==> config.mk <==
export PLATFORM = sky130hd
export DESIGN_NAME = rand_matrix_gen
export DESIGN_NICKNAME = d
export VERILOG_FILES = /design/src/rtl/rand_matrix_gen.sv
export SDC_FILE = /design/constraint.sdc
export NUM_CORES = 1
export LEC_CHECK = 0
export ABC_AREA = 1
export BUFFER_PORTS_ARGS = -buffer_cell sky130_fd_sc_hd__buf_2
export CAP_MARGIN = 20
export CELL_PAD_IN_SITES_DETAIL_PLACEMENT = 2
export CELL_PAD_IN_SITES_GLOBAL_PLACEMENT = 2
export CORE_UTILIZATION = 31
export CTS_CLUSTER_SIZE = 25
export DETAILED_ROUTE_END_ITERATION = 12
export PLACE_DENSITY = 0.75
export SLEW_MARGIN = 5
export SYNTH_ARGS = -nofsm -noshare
export SYNTH_HDL_FRONTEND = slang
export SYNTH_SLANG_ARGS = --single-unit
==> constraint.sdc <==
create_clock -name clk -period 1.6 [get_ports clk]
set_clock_uncertainty 0.1 [all_clocks]
set_input_delay 0.32 -clock clk [delete_from_list [all_inputs] [get_ports clk]]
set_output_delay 0.32 -clock clk [all_outputs]
set_load 0.005 [all_outputs]
==> src/rtl/rand_matrix_gen.sv <==
module rand_matrix_gen #(
  parameter int ROWS  = 50,
  parameter int LEN_A = 64,
  parameter int LEN_B = 32,
  parameter logic [LEN_A-1:0] DEF_SEED_A = 64'hACE1_2468_9BDF_1357,
  parameter logic [LEN_A-1:0] DEF_TAPS_A = 64'hD800_0000_0000_0000,
  parameter logic [LEN_B-1:0] DEF_SEED_B = 32'h1234_5679,
  parameter logic [LEN_B-1:0] DEF_TAPS_B = 32'h8020_0003
) (
  input  logic             clk,
  input  logic             rst_n,
  input  logic             smp_stb,
  input  logic             frame_end,
  input  logic             cfg_wr,
  input  logic [LEN_A-1:0] cfg_seed_a,
  input  logic [LEN_A-1:0] cfg_taps_a,
  input  logic [LEN_B-1:0] cfg_seed_b,
  input  logic [LEN_B-1:0] cfg_taps_b,
  output logic [ROWS-1:0]  row_en
);

  localparam logic [LEN_A-1:0] ONE_A = {{(LEN_A-1){1'b0}}, 1'b1};
  localparam logic [LEN_B-1:0] ONE_B = {{(LEN_B-1){1'b0}}, 1'b1};

  logic [LEN_A-1:0] st_a, taps_a, pend_seed_a, pend_taps_a;
  logic [LEN_B-1:0] st_b, taps_b, pend_seed_b, pend_taps_b;

  wire fb_a = ^(st_a & taps_a);
  wire fb_b = ^(st_b & taps_b);

  wire [LEN_A-1:0] load_a = (pend_seed_a == '0) ? ONE_A : pend_seed_a;
  wire [LEN_B-1:0] load_b = (pend_seed_b == '0) ? ONE_B : pend_seed_b;

  always_ff @(posedge clk or negedge rst_n) begin
    if (!rst_n) begin
      pend_seed_a <= DEF_SEED_A;
      pend_taps_a <= DEF_TAPS_A;
      pend_seed_b <= DEF_SEED_B;
      pend_taps_b <= DEF_TAPS_B;
    end else if (cfg_wr) begin
      pend_seed_a <= cfg_seed_a;
      pend_taps_a <= cfg_taps_a;
      pend_seed_b <= cfg_seed_b;
      pend_taps_b <= cfg_taps_b;
    end
  end

  always_ff @(posedge clk or negedge rst_n) begin
    if (!rst_n) begin
      st_a   <= (DEF_SEED_A == '0) ? ONE_A : DEF_SEED_A;
      st_b   <= (DEF_SEED_B == '0) ? ONE_B : DEF_SEED_B;
      taps_a <= DEF_TAPS_A;
      taps_b <= DEF_TAPS_B;
    end else if (frame_end) begin
      st_a   <= load_a;
      st_b   <= load_b;
      taps_a <= pend_taps_a;
      taps_b <= pend_taps_b;
    end else if (smp_stb) begin
      st_a <= {st_a[LEN_A-2:0], fb_a};
      st_b <= {st_b[LEN_B-2:0], fb_b};
    end
  end

  assign row_en = st_a[ROWS-1:0] ^ {ROWS{st_b[0]}};

endmodule


==> flow_summary.ini <==
[layout]
drive_gt1_share_pct = 28.9
seq_area_mm2 = 0.00975
final_cells = 3612
final_nets = 3014
multi_input_area_mm2 = 0.00732
syn_to_final_growth_pct = 45.3
nFillCells = 6148
fin_area_mm2 = 0.0261
diodes = 0

[clocking]
htree_num_levels = 2
cts_tree = done
numCtsBuffers = 47
clkLatencyLatePin_ns = 0.59
clkTransAtPathRegs_ns = 0.06
clockRootBuffer = clkbuf_16
cts_buffer_depth = 3
clkSinkCount = 384

[grt]
overflow = 0
globalRouteTotalUtil_pct = 26.5
grt_pass1_wl_mm = 122
grt_pass1_vias = 21100
grt_max_degree = 92
antenna_found_initial = 1

[floorplanning]
placeableCoreArea_mm2 = 0.0568
rows = 87
die_y_um = 243
initial_core_util_pct = 31.7
die_x_um = 243
die_area_mm2 = 0.0590
pin_count = 247

[pwr]
p_switching_w = 0.0110
power.share.switching_pct = 33.3
p_comb_share_pct = 31.0
powerDensity_mw_per_mm2 = 1270
peakVddDrop_v = 0.000812
intPower_w = 0.0221
leakagePower_nw = 12.8
clock_power_share_pct = 33.6
seq_power_share_pct = 35.4

[yosys]
yosys_warnings = 0
postSynthCellCount = 2193
netlist_area_mm2 = 0.0180
synth-seq-cells = 384
yosysSeqAreaShare_pct = 54.2
synth_edf_count = 0
ys_top_cells_by_area = dfrtp_1 (38%), dfstp_2 (16%), nand2_1 (14%)
yosysTopAreaCellShare_pct = 38.1
synth_common_cells = nand2_1 (694), o21ai_0 (288), dfrtp_1 (274)
yosys.area.top_type = dfrtp_1
ys_async_sr_fraction_pct = 100
yosysMostFrequentCell = nand2_1
syn_area_per_cell_um2 = 8.20
syn-num-nets = 2390
synth_cell_type_count = 25
synth_top_flop_cell = dfrtp_1

[sta]
rsz0062_at_grt = true
worstMarginPinSlew_ns = 0.479
layout_setup_ws_ns = -0.824
fin_hold_ws_ns = 0.0516
final_max_slew_viol_count = 0
min_period_over_period_pct = 152
finalHoldViolCount = 0
max-slew-margin-rel_pct = 68.1
max_freq_ghz = 0.412
setup_violations = 52
finalSetupTns_ns = -37.48
finalCriticalPeriod_ns = 2.42

[drt]
drt_first_pass_iters = 4
drt-total-wl_mm = 79.7
wire_per_inst_um = 22.1
dr_total_vias = 17900
drt_iter0_markers = 744
drc = 0
via_per_inst = 4.94
ant_nets = 0

[critical_path]
cp_cell_sequence = buf_12 -> buf_16 -> xor2_1 -> buf_2
critPathKind = flip-flop to output pin
cp.required_ns = 1.18
cp.arrival_ns = 2.00
end_kind = output pin
slowest_delay_ns = 0.64
worstPathMaxFanout = 8
cp-start-kind = flip-flop
cp_slowest_cell = dfstp_4

[place]
port_buffers = 246
dp_hpwl_mm = 46.2
dp.cells = 3304
placed_area_mm2 = 0.0218
gp_congestion = 0.816

[min_path]
min_path_type = input pin to flip-flop

[run_status]
status = complete, but fails checks
failed_checks = negative setup slack

[run]
maxCapViolations = 0
[layer usage]
layer | vias up | share of wire [%] | global-route usage (%)
met5 | - | 0 | 0
met4 | 0 | 2.6 | 7.44
met3 | 124 | 2.8 | 3.33
met2 | 351 | 57 | 52.6
met1 | 9208 | 38 | 29.0
li1 | 8174 | - | -
[power by group through the flow]
stage	Clock [W]	Sequential [W]	Combinational [W]
after detailed placement	0	0.0118	0.00808
after floorplan	0	0.0116	0.00412
after global placement	0	0.0117	0.00761
after CTS	0.0113	0.0116	0.00941
final	0.0111	0.0117	0.0103
after global routing	0.0117	0.0118	0.0112
[flip-flops by register name, summed over array words and instances, names as in the netlist]
name,count
taps_a,64
pend_taps_b,32
st_a,64
pend_taps_a,64
pend_seed_a,64
pend_seed_b,32
st_b,32
taps_b,32
[final cells by class]
class,count,share of cell area (%)
Sequential cell,384,37.3
Multi-Input combinational cell,1434,28.0
Timing Repair Buffer,686,21.2
Clock buffer,70,5.21
Inverter,264,3.82
Tap cell,756,3.62
Clock inverter,18,0.814
[critical path: cells and delay by family, from the launching register on]
family    cells  cell delay, ns
buf+inv       3            0.52
flops         1            0.64
xor+xnor      1            0.24
[path summary, 6_finish.rpt]
path	endpoint	cells after the start	from	slack [ns]
worst max-delay path	row_en[38]	4	st_b[0]	-0.82
max in group asynchronous	pend_seed_b[21]	3	rst_n	0.55
worst min-delay path	pend_seed_b[17]	2	cfg_wr	0.05
worst max register to register	st_b[0]	13	st_b[0]	-0.46
min in group asynchronous	st_a[43]	2	rst_n	0.08
worst min register to register	taps_b[26]	2	taps_b[26]	0.39
[cells by family (layout without fill, tap and decap cells)]
kind of cell | count (synthesis) | after routing | share of synthesized area (%)
buffers and inverters | 375 | 1038 | 7.98
AND/OR/NAND/NOR | 963 | 963 | 21.0
AO/OA/AOI/OAI | 389 | 389 | 12.8
XOR/XNOR | 82 | 82 | 4.12
flip-flops | 384 | 384 | 54.2
[through the flow]
step	utilization (%)	total power (W)	worst slack, ns
after CTS	45.4	0.0323	-0.807
after global placement	38.4	0.0193	-0.621
after global routing	46.0	0.0347	-0.857
after floorplan	-	0.0158	-0.0759
final	46.0	0.0331	-0.824
after detailed placement	38.4	0.0199	-0.700
[placed cells by master, fill, tap and decap left out, types with 3 or more instances in the layout]
cell	Yosys	final
inv_6	0	4
buf_12	0	27
a21oi_1	6	4
buf_2	16	239
clkinv_2	0	9
xnor2_1	23	20
nand2_1	694	621
xnor2_2	3	5
dlygate4sd3_1	0	205
nor2_1	197	197
nand2_4	0	9
inv_2	11	29
xor2_4	0	3
bufinv_16	0	4
buf_6	1	8
nand2_2	15	79
xor2_1	56	37
buf_8	0	3
nand3_2	2	5
nand3_1	24	21
clkbuf_8	0	10
buf_16	0	3
dfstp_2	110	109
a21oi_2	1	3
o21ai_0	288	287
a221oi_1	91	90
clkbuf_1	83	13
clkbuf_16	0	49
inv_1	243	224
xor2_2	0	16
buf_4	0	199
clkinv_1	10	8
dfrtp_1	274	274
o22ai_1	3	3
nand4_1	24	24
[what timing repair did]
action	in CTS	in global routing
endpoints found under the hold margin	492	0
pin swaps	32	38
setup buffers	12	2
gates resized for setup	55	73
hold buffers	205	0
endpoints found under the setup margin	52	54
gates cloned	1	2
No activity file was read; power rests on OpenSTA's default activity.
